$ cat config.mk
export PLATFORM = sky130hd
export DESIGN_NAME = fsel_clock_selector
export DESIGN_NICKNAME = d
export VERILOG_FILES = /design/src/rtl/fsel_pkg.sv /design/src/rtl/fsel_level_map.sv /design/src/rtl/fsel_phase_ctr.sv /design/src/rtl/fsel_clk_switch.sv /design/src/rtl/fsel_clock_selector.sv
export SDC_FILE = /design/constraint.sdc
export NUM_CORES = 1
export LEC_CHECK = 0
export BUFFER_PORTS_ARGS = -buffer_cell sky130_fd_sc_hd__clkbuf_2
export CAP_MARGIN = 0
export CORE_UTILIZATION = 51
export DETAILED_ROUTE_END_ITERATION = 6
export GPL_TIMING_DRIVEN = 0
export PLACE_DENSITY = 0.72
export SYNTH_ARGS = -nofsm -noshare
export SYNTH_HDL_FRONTEND = slang
export SYNTH_SLANG_ARGS = --single-unit
$ cat constraint.sdc
create_clock -name ref_clk -period 2.9 [get_ports ref_clk]
set_input_delay 0.145 -clock ref_clk [delete_from_list [all_inputs] [get_ports ref_clk]]
set_output_delay 0.145 -clock ref_clk [all_outputs]
set_load 0.01 [all_outputs]
$ cat src/rtl/fsel_pkg.sv
package fsel_pkg;

    localparam int unsigned CODE_W = 2;

    typedef logic [CODE_W-1:0] fcode_t;

    typedef struct packed {
        logic   run;
        fcode_t sel;
        logic   out;
    } sw_state_t;

endpackage

$ cat src/rtl/fsel_level_map.sv
module fsel_level_map
    import fsel_pkg::*;
#(
    parameter int unsigned LEVEL_W   = 4,
    parameter int unsigned MAX_LEVEL = 8
) (
    input  logic [LEVEL_W-1:0] level_i,
    output logic               on_o,
    output fcode_t             code_o
);

    localparam int unsigned NUM_FREQ     = 2 ** CODE_W;
    localparam int unsigned LVL_PER_CODE = MAX_LEVEL / NUM_FREQ;

    logic [LEVEL_W-1:0] lvl_clamped;

    always_comb begin
        lvl_clamped = (int'(level_i) > int'(MAX_LEVEL)) ? LEVEL_W'(MAX_LEVEL) : level_i;
        on_o        = (lvl_clamped != '0);
        code_o      = '0;
        if (on_o) begin
            code_o = CODE_W'((int'(lvl_clamped) - 1) / int'(LVL_PER_CODE));
        end
    end

endmodule

$ cat src/rtl/fsel_phase_ctr.sv
module fsel_phase_ctr #(
    parameter int unsigned CNT_W = 6
) (
    input  logic             clk,
    input  logic             rst_n,
    output logic [CNT_W-1:0] cnt_q_o,
    output logic [CNT_W-1:0] cnt_n_o
);

    logic [CNT_W-1:0] cnt_d, cnt_q;

    always_comb begin
        cnt_d = cnt_q + CNT_W'(1);
    end

    always_ff @(posedge clk or negedge rst_n) begin
        if (!rst_n) cnt_q <= '0;
        else        cnt_q <= cnt_d;
    end

    assign cnt_q_o = cnt_q;
    assign cnt_n_o = cnt_d;

    AST_CNT_WRAP: assert property (@(posedge clk) disable iff (!rst_n)
        (cnt_q == '1) |=> (cnt_q == '0));

endmodule

$ cat src/rtl/fsel_clk_switch.sv
module fsel_clk_switch
    import fsel_pkg::*;
#(
    parameter int unsigned CNT_W                   = 6,
    parameter int          DIV_BIT [2 ** CODE_W]   = '{5, 2, 1, 0}
) (
    input  logic             clk,
    input  logic             rst_n,
    input  logic             req_on_i,
    input  fcode_t           req_code_i,
    input  logic [CNT_W-1:0] cnt_q_i,
    input  logic [CNT_W-1:0] cnt_n_i,
    output logic             sw_clk_o,
    output fcode_t           code_o
);

    localparam int unsigned NUM_FREQ = 2 ** CODE_W;
    localparam int unsigned IDX_W    = (CNT_W > 1) ? $clog2(CNT_W) : 1;

    typedef logic [IDX_W-1:0] idx_t;

    function automatic idx_t div_of(fcode_t c);
        idx_t r = '0;
        for (int i = 0; i < NUM_FREQ; i++) begin
            if (c == CODE_W'(i)) r = IDX_W'(DIV_BIT[i]);
        end
        return r;
    endfunction

    function automatic logic [CNT_W-1:0] low_mask(idx_t b);
        logic [CNT_W-1:0] m;
        for (int i = 0; i < CNT_W; i++) begin
            m[i] = (i <= int'(b));
        end
        return m;
    endfunction

    sw_state_t st_d, st_q;
    idx_t      b_cur, b_req, b_big;
    logic      req_aligned, both_aligned;

    always_comb begin
        st_d         = st_q;
        b_cur        = div_of(st_q.sel);
        b_req        = div_of(req_code_i);
        b_big        = (b_req > b_cur) ? b_req : b_cur;
        req_aligned  = ((cnt_n_i & low_mask(b_req)) == '0);
        both_aligned = ((cnt_n_i & low_mask(b_big)) == '0);

        if (!st_q.run) begin
            st_d.out = 1'b0;
            if (req_on_i && req_aligned) begin
                st_d.run = 1'b1;
                st_d.sel = req_code_i;
                st_d.out = 1'b1;
            end
        end else if (!req_on_i) begin
            if (!st_q.out) begin
                st_d.run = 1'b0;
                st_d.out = 1'b0;
            end else begin
                st_d.out = ~cnt_n_i[b_cur];
                st_d.run = st_d.out;
            end
        end else begin
            if ((req_code_i != st_q.sel) && both_aligned) begin
                st_d.sel = req_code_i;
            end
            st_d.out = ~cnt_n_i[div_of(st_d.sel)];
        end
    end

    always_ff @(posedge clk or negedge rst_n) begin
        if (!rst_n) st_q <= '0;
        else        st_q <= st_d;
    end

    assign sw_clk_o = st_q.out;
    assign code_o   = st_q.sel;

    AST_SEL_AT_RISE: assert property (@(posedge clk) disable iff (!rst_n)
        (st_q.sel != $past(st_q.sel)) |-> (st_q.out && !$past(st_q.out)));

    AST_RISE_ALIGNED: assert property (@(posedge clk) disable iff (!rst_n)
        $rose(st_q.out) |-> ((cnt_q_i & low_mask(div_of(st_q.sel))) == '0));

    AST_OFF_STAYS_LOW: assert property (@(posedge clk) disable iff (!rst_n)
        ($past(!req_on_i) && !$past(st_q.out)) |-> !st_q.out);

endmodule

$ cat src/rtl/fsel_clock_selector.sv
module fsel_clock_selector
    import fsel_pkg::*;
#(
    parameter int unsigned LEVEL_W                = 4,
    parameter int unsigned MAX_LEVEL              = 8,
    parameter int unsigned CNT_W                  = 6,
    parameter int          DIV_BIT [2 ** CODE_W]  = '{5, 2, 1, 0}
) (
    input  logic               ref_clk,
    input  logic               rst_n,
    input  logic [LEVEL_W-1:0] seg_level,
    output logic               sw_clk,
    output logic [CODE_W-1:0]  freq_code
);

    logic             req_on;
    fcode_t           req_code;
    logic [CNT_W-1:0] cnt_q;
    logic [CNT_W-1:0] cnt_n;
    fcode_t           code;

    fsel_level_map #(
        .LEVEL_W   (LEVEL_W),
        .MAX_LEVEL (MAX_LEVEL)
    ) u_map (
        .level_i (seg_level),
        .on_o    (req_on),
        .code_o  (req_code)
    );

    fsel_phase_ctr #(
        .CNT_W (CNT_W)
    ) u_ctr (
        .clk     (ref_clk),
        .rst_n   (rst_n),
        .cnt_q_o (cnt_q),
        .cnt_n_o (cnt_n)
    );

    fsel_clk_switch #(
        .CNT_W   (CNT_W),
        .DIV_BIT (DIV_BIT)
    ) u_sw (
        .clk        (ref_clk),
        .rst_n      (rst_n),
        .req_on_i   (req_on),
        .req_code_i (req_code),
        .cnt_q_i    (cnt_q),
        .cnt_n_i    (cnt_n),
        .sw_clk_o   (sw_clk),
        .code_o     (code)
    );

    assign freq_code = code;

    AST_CODE_HELD: assert property (@(posedge ref_clk) disable iff (!rst_n)
        !$rose(sw_clk) |-> $stable(freq_code));

endmodule

## Word-level counts from Yosys, hierarchy flattened

Index checks and enable logic that the tools add are counted.

| storage, ports and cells | value |
|---|---|
| input port bits | 6 |
| output and inout port bits | 3 |
| bits in registers | 10 |
| logic and storage cells | 77 |

| operators by class | value |
|---|---|
| order comparisons | 14 |
| equality and inequality tests | 11 |
| bitwise logic cells | 5 |
| reductions and logical operators | 10 |
| $add $sub $neg | 3 |
| muxes and demuxes | 30 |

Operators with widths:

| operator | count |
|---|---|
| $mux 3 | 15 |
| $and 6x6->6 | 2 |
| $eq 2x2->1 const B | 6 |
| $le 2x3->1 const A | 4 |
| $le 3x3->1 const A | 4 |
| $logic_not 6->1 | 2 |
| $mux 4 | 3 |
| $mux 2 | 5 |
| $lt 3x4->1 const B | 2 |
| $add 6x1->6 const B | 1 |
| $bmux 1 s3 | 2 |
| $eq 2x1->1 const B | 3 |
| $le 1x3->1 const A | 2 |
| $logic_not 2->1 | 3 |
| $mux 1 | 5 |
| $sub 4x1->5 const B | 1 |
| $gt 4x4->1 const B | 1 |
| $reduce_bool 4->1 | 1 |
| $gt 3x3->1 | 1 |
| $add 2x1->2 | 1 |
| $logic_and 1x1->1 | 2 |
| $ne 2x1->1 const B | 1 |
| $ne 2x2->1 | 1 |
| $not 1->1 | 2 |
| 3 further kinds | 3 |

## Longest topological paths before layout

| logic depth | value |
|---|---|
| depth in word-level cells | 32 |
| mapped depth | 17 |
| mapped depth without buffers | 17 |

## By module

A second synthesis with hierarchy kept.

| second synthesis, totals | value |
|---|---|
| cell total of the unflattened synthesis | 102 |
| area, all modules | 890.9 µm² |

Modules (own cells, without submodules):

| module | area an instance (µm²) | sequential area each (µm²) | cells each | instances |
|---|---|---|---|---|
| fsel_clk_switch | 578.1 | 100.1 | 73 | 1 |
| fsel_phase_ctr | 227.7 | 150.1 | 15 | 1 |
| fsel_level_map | 85.1 | 0.0 | 14 | 1 |

## Worst setup path before layout

No wires, ideal clock.

| timing path | value |
|---|---|
| kind | input to register |
| start | in seg_level[3] |
| end | reg u_sw.st_q, in the netlist u_sw.code_o[1] |
| setup time | 0.121 ns |
| required time | 2.779 ns |
| arrival time | 3.489 ns |
| stages on the path | 16 |
| buffers on the path | 0 |
| path slack | -0.710 ns |
| cell sequence | nand2b_1 ha_1 nor4b_1 ha_1 xnor2_1 mux2i_1 nor2b_1 ha_1 nand2_1 o21ai_0 mux2_2 a211o_1 a221oi_4 nand3_1 and2_1 a22o_1 |

| between the ends | value |
|---|---|
| longest elaborated chain between the ends | 22 |
| elaborated cells on any way between the ends | 43 |
| classes of those cells | add/sub: 2; order compare: 12; eq/ne: 5; mux: 13; bitwise: 3; reduce/logical: 8 |

RTL lines:

| element | line | source |
|---|---|---|
| from (decl) | fsel_clock_selector.sv:11 | `input logic [LEVEL_W-1:0] seg_level,` |
| $gt 4x4->1 | fsel_level_map.sv:18 | `lvl_clamped = (int'(level_i) > int'(MAX_LEVEL)) ? LEVEL_W'(MAX_LEVEL) : level_i;` |
| $mux 4 * | fsel_level_map.sv:18 |  |
| $sub 4x1->5 | fsel_level_map.sv:22 | `code_o = CODE_W'((int'(lvl_clamped) - 1) / int'(LVL_PER_CODE));` |
| $and 1x1->1 (no source line) | - |  |
| $add 2x1->2 (no source line) | - |  |
| $mux 2 | fsel_level_map.sv:21 | `if (on_o) begin` |
| $logic_not 2->1 | fsel_clk_switch.sv:25 | `if (c == CODE_W'(i)) r = IDX_W'(DIV_BIT[i]);` |
| $mux 3 (4 in a row) | fsel_clk_switch.sv:25 |  |
| [3 not listed] | - |  |
| $and 6x6->6 | fsel_clk_switch.sv:48 | `both_aligned = ((cnt_n_i & low_mask(b_big)) == '0);` |
| $logic_not 6->1 | fsel_clk_switch.sv:48 |  |
| $logic_and 1x1->1 | fsel_clk_switch.sv:66 | `if ((req_code_i != st_q.sel) && both_aligned) begin` |
| $mux 2 | fsel_clk_switch.sv:66 |  |
| $mux 2 | fsel_clk_switch.sv:57 | `end else if (!req_on_i) begin` |
| $mux 2 | fsel_clk_switch.sv:50 | `if (!st_q.run) begin` |
| $mux 2 | fsel_clk_switch.sv:57 |  |
| $mux 4 | fsel_clk_switch.sv:50 |  |
| to (signal assigned) | fsel_clk_switch.sv:75 | `else st_q <= st_d;` |
| to (decl) | fsel_clk_switch.sv:38 | `sw_state_t st_d, st_q;` |

Every way passes the cells marked *; elsewhere a longest branch is shown, timed or not. The select of a mux whose other input is x is not followed.
A chain may end at the register's enable or synchronous reset.

## Worst setup path after layout

Ends and elaborated chain as after synthesis.

==> PnR_summary.wiki <==
{| class="wikitable"
! Metric !! Value
|-
| Final cell utilization of the core || 0.7667
|-
| Slew HR || 0.6080
|-
| Buffer levels on the longest clock path || 2
|-
| Total gr overflow || 0
|-
| Endpoint class of the critical path || register
|-
| Height of the chip || 43.80 microns
|-
| Max-slew violation count || 0
|-
| Final #Nets || 139
|-
| Number of standard-cell rows in the floorplan || 14
|-
| Die area || 0.001918 sq mm
|-
| Total CTS buffers || 3
|-
| Number of sinks handled by clock tree synthesis || 10
|-
| Post-place setup slack || -0.9168 ns
|-
| Post-route ant nets || 0
|-
| Transition at the pin with the smallest max-transition slack || 0.5838 ns
|-
| Layout overhead on the synthesized area || 35.67%
|-
| Routed wire length || 2277 microns
|-
| Total standard cell area after synthesis || 890.9 sq um
|-
| Count of distinct cell types in the synthesized netlist || 34
|-
| Outcome || finished with violations
|-
| Worst path setup slack after routing || -0.5439 ns
|-
| Maximum cell stage delay along the critical path || 0.39 ns
|-
| H-tree level count || 1
|-
| Worst min path class || input port to async pin
|-
| Mean routed wirelength per cell || 16.15 microns
|-
| Violated checks || setup timing
|-
| Critical-path cell list || clkbuf_16 > nand2b_4 > ha_4 > nor4b_4 > ha_4 > xnor2_4 > mux2i_1 > nor2b_1 > ha_1 > nand2_1 > o21ai_2 > mux2_4 > a211o_1 > a221oi_4 > buf_4 > nand3_4 > and2_4 > a22o_1
|-
| CP Data Arrival Time || 3.59 ns
|-
| Post-Place Cell Area || 0.001030 sq mm
|-
| Highest clock frequency the design can meet || 290.4 MHz
|-
| Area of all placed cells without fillers || 0.001209 sq mm
|-
| Leading post-synthesis cells by cell area || sky130_fd_sc_hd__dfrtp_1 (28%), sky130_fd_sc_hd__ha_1 (9.8%), sky130_fd_sc_hd__xnor2_1 (6.9%)
|-
| Worst-path clk slew || 0.07 ns
|-
| Leakage power figure || 0.5707 nW
|-
| Number of setup violations in the final report || 3
|-
| Cell taking the most area after synthesis || sky130_fd_sc_hd__dfrtp_1
|-
| Maximum number of pins on one net before global-route repair || 11
|-
| Mapped Cells || 104
|-
| Startpoint types || input port
|-
| Ant diodes || 0
|-
| # fillers || 108
|-
| Global placement routability congestion || 0.8446
|-
| Number of design-rule violations left by the first detailed-router iteration || 42
|-
| Min Tclk post-route || 3.444 ns
|-
| Layout cell share with drive strength beyond 1 || 0.3280
|-
| Average instance area after synthesis || 8.566 sq um
|-
| Clock insertion delay at the later pin of the skew report || 0.26 ns
|-
| Cell Count Post-Placement || 128
|-
| Wire length of the first global-routing pass || 3512 microns
|-
| I/O pin count || 9
|-
| Fraction of synthesized cell area taken by the top area cell type || 0.2809
|-
| Critical path buffers and inverters || 2
|-
| Global Route Usage Sum || 0.2480
|-
| Peak VDD IR || 0.0007392 V
|-
| Die width || 43.80 microns
|-
| Detailed placer's ending HPWL || 1560 microns
|-
| Max-cap viol count || 0
|-
| DRC violations left || 0
|-
| Setup TNS after final layout || -1.557 ns
|-
| Std-Cell Core Area || 0.001577 sq mm
|-
| Most common cell type on the critical path || sky130_fd_sc_hd__ha_4
|-
| Vias post-DR || 842
|-
| Setup repair after global routing missed its margin || true
|-
| Number of antenna violations at the first check in global routing || 0
|-
| Worst setup skew after layout || 0.004172 ns
|-
| Required time reported for the critical path endpoint || 3.05 ns
|-
| Final period utilization || 1.188
|-
| Ratio of routed vias to standard cells || 5.972
|-
| Number of global-route vias before repair || 794
|-
| Clock tree from TritonCTS || yes
|-
| Syn nets || 117
|-
| Power per cell area || 854.1 mW/mm^2
|-
| # port buffers || 8
|-
| Detailed-routing iteration count for the pre-antenna-repair pass || 4
|-
| Hold violation total from the final report || 0
|-
| Slowest cell on the critical path || sky130_fd_sc_hd__a221oi_4
|-
| Category of the critical setup timing path || input port to register
|-
| Number of standard cells in the final layout excluding fillers || 141
|-
| Initial core utilization || 0.5651
|-
| Root buffer cell || sky130_fd_sc_hd__clkbuf_4
|-
| Proportion of synthesized chip area in sequential cells || 0.2809
|-
| Gate family responsible for the most delay along the worst path || compound AO/OA/AOI/OAI gates
|-
| Synth Warn # || 0
|-
| Flop and latch count out of synthesis || 10
|-
| Peak fanout along the critical path || 5
|}
logic make-up after synthesis:
kind of cell | after synthesis | share of synthesized area
multiplexers | 5 | 0.05899
AO/OA/AOI/OAI | 26 | 0.2191
adder cells (fa/ha/maj) | 7 | 0.09831
AND/OR/NAND/NOR | 35 | 0.1952
flip-flops | 10 | 0.2809
buffers and inverters | 12 | 0.05899
XOR/XNOR | 9 | 0.08849
layout make-up:
| cell class | instances | area, sq um | area share |
|---|---|---|---|
| multi-input cells | 82 | 719.4 | 0.5952 |
| flip-flops and latches | 10 | 250.2 | 0.2070 |
| repair buffers | 17 | 130.1 | 0.1077 |
| clock buffers | 4 | 36.28 | 0.03002 |
| inverters | 8 | 30.03 | 0.02484 |
| plain buffers | 4 | 22.52 | 0.01863 |
| well taps | 16 | 20.02 | 0.01656 |
cells in the final DEF, fill, tap and decap left out, drive strengths merged:
master,n
clkbuf,14
nand2,11
buf,10
dfrtp,10
inv,8
xnor2,7
ha,7
o21ai,7
nor2,5
nand3,5
a21oi,5
nand2b,4
mux2i,3
and3,3
nor2b,2
xor2,2
a31oi,2
and2,2
a21o,2
mux2,2
nor4b,1
o21bai,1
a211oi,1
nor3,1
or3,1
o31ai,1
a211o,1
a221oi,1
a221o,1
o21a,1
a22oi,1
a41oi,1
a22o,1
dlygate4sd3,1
metal layers:
layer  track usage  up-vias  part of all wire
met5             0        -                 0
met4       0.03750        0             0.020
met3       0.05417        6             0.039
met2        0.4119       33              0.52
met1        0.3368      397              0.43
li1              -      406                 -
registers in the layout (all words and copies together), names as in the netlist:
| register | count |
|---|---|
| u_ctr.cnt_q_o | 6 |
| u_sw.st_q | 1 |
| u_sw.sw_clk_o | 1 |
| u_sw.code_o | 2 |
per-stage QoR:
stage | total power (W) | hold WS, ns
global route | 0.001115 | 0.3053
floorplan | 0.0006690 | -0.1506
CTS | 0.0009665 | 0.2859
finish | 0.001032 | 0.2834
detailed placement | 0.0007796 | 0.02839
global placement | 0.0007623 | 0.01394
final timing paths:
path                                       start          endpoint  slack (ns)  cells after the start
worst max-delay path                seg_level[3]    u_sw.code_o[1]       -0.54                     18
worst min-delay path                       rst_n  u_ctr.cnt_q_o[4]        0.28                      2
worst max register to register    u_sw.code_o[1]    u_sw.code_o[1]       -0.33                     13
worst min register to register  u_ctr.cnt_q_o[4]  u_ctr.cnt_q_o[4]        0.56                      1
max in group asynchronous                  rst_n      u_sw.st_q[3]        2.41                      2
min in group ref_clk                seg_level[2]     u_sw.sw_clk_o        0.51                      4
where the power goes:
part,internal [W],switching [W]
Combinational,0.000364,0.000354
Clock,0.0000761,0.0000464
Sequential,0.000169,0.0000228
repair_timing:
action,4_1_cts,5_1_grt
buffers inserted,5,3
setup endpoints to repair,3,3
cloned,0,0
pin swaps,10,9
hold endpoints to repair,10,0
gates resized for setup,8,3
hold buffers,1,0
synth_stat cells:
| cell type | n |
|---|---|
| sky130_fd_sc_hd__a211o_1 | 1 |
| sky130_fd_sc_hd__a211oi_1 | 1 |
| sky130_fd_sc_hd__a21o_1 | 2 |
| sky130_fd_sc_hd__a21oi_1 | 5 |
| sky130_fd_sc_hd__a221o_1 | 1 |
| sky130_fd_sc_hd__a221oi_4 | 1 |
| sky130_fd_sc_hd__a22o_1 | 1 |
| sky130_fd_sc_hd__a22oi_1 | 1 |
| sky130_fd_sc_hd__a31oi_1 | 2 |
| sky130_fd_sc_hd__a41oi_2 | 1 |
| sky130_fd_sc_hd__and2_1 | 2 |
| sky130_fd_sc_hd__and3_1 | 3 |
| sky130_fd_sc_hd__buf_4 | 2 |
| sky130_fd_sc_hd__clkbuf_1 | 2 |
| sky130_fd_sc_hd__dfrtp_1 | 10 |
| sky130_fd_sc_hd__ha_1 | 7 |
| sky130_fd_sc_hd__inv_1 | 8 |
| sky130_fd_sc_hd__mux2_2 | 2 |
| sky130_fd_sc_hd__mux2i_1 | 3 |
| sky130_fd_sc_hd__nand2_1 | 11 |
| sky130_fd_sc_hd__nand2b_1 | 4 |
| sky130_fd_sc_hd__nand3_1 | 5 |
| sky130_fd_sc_hd__nor2_1 | 5 |
| sky130_fd_sc_hd__nor2b_1 | 2 |
| sky130_fd_sc_hd__nor3_1 | 1 |
| sky130_fd_sc_hd__nor4b_1 | 1 |
| sky130_fd_sc_hd__o21a_1 | 1 |
| sky130_fd_sc_hd__o21ai_0 | 5 |
| sky130_fd_sc_hd__o21ai_1 | 2 |
| sky130_fd_sc_hd__o21bai_1 | 1 |
| sky130_fd_sc_hd__o31ai_1 | 1 |
| sky130_fd_sc_hd__or3_1 | 1 |
| sky130_fd_sc_hd__xnor2_1 | 7 |
| sky130_fd_sc_hd__xor2_1 | 2 |
Power figures use the tool's default switching activity.
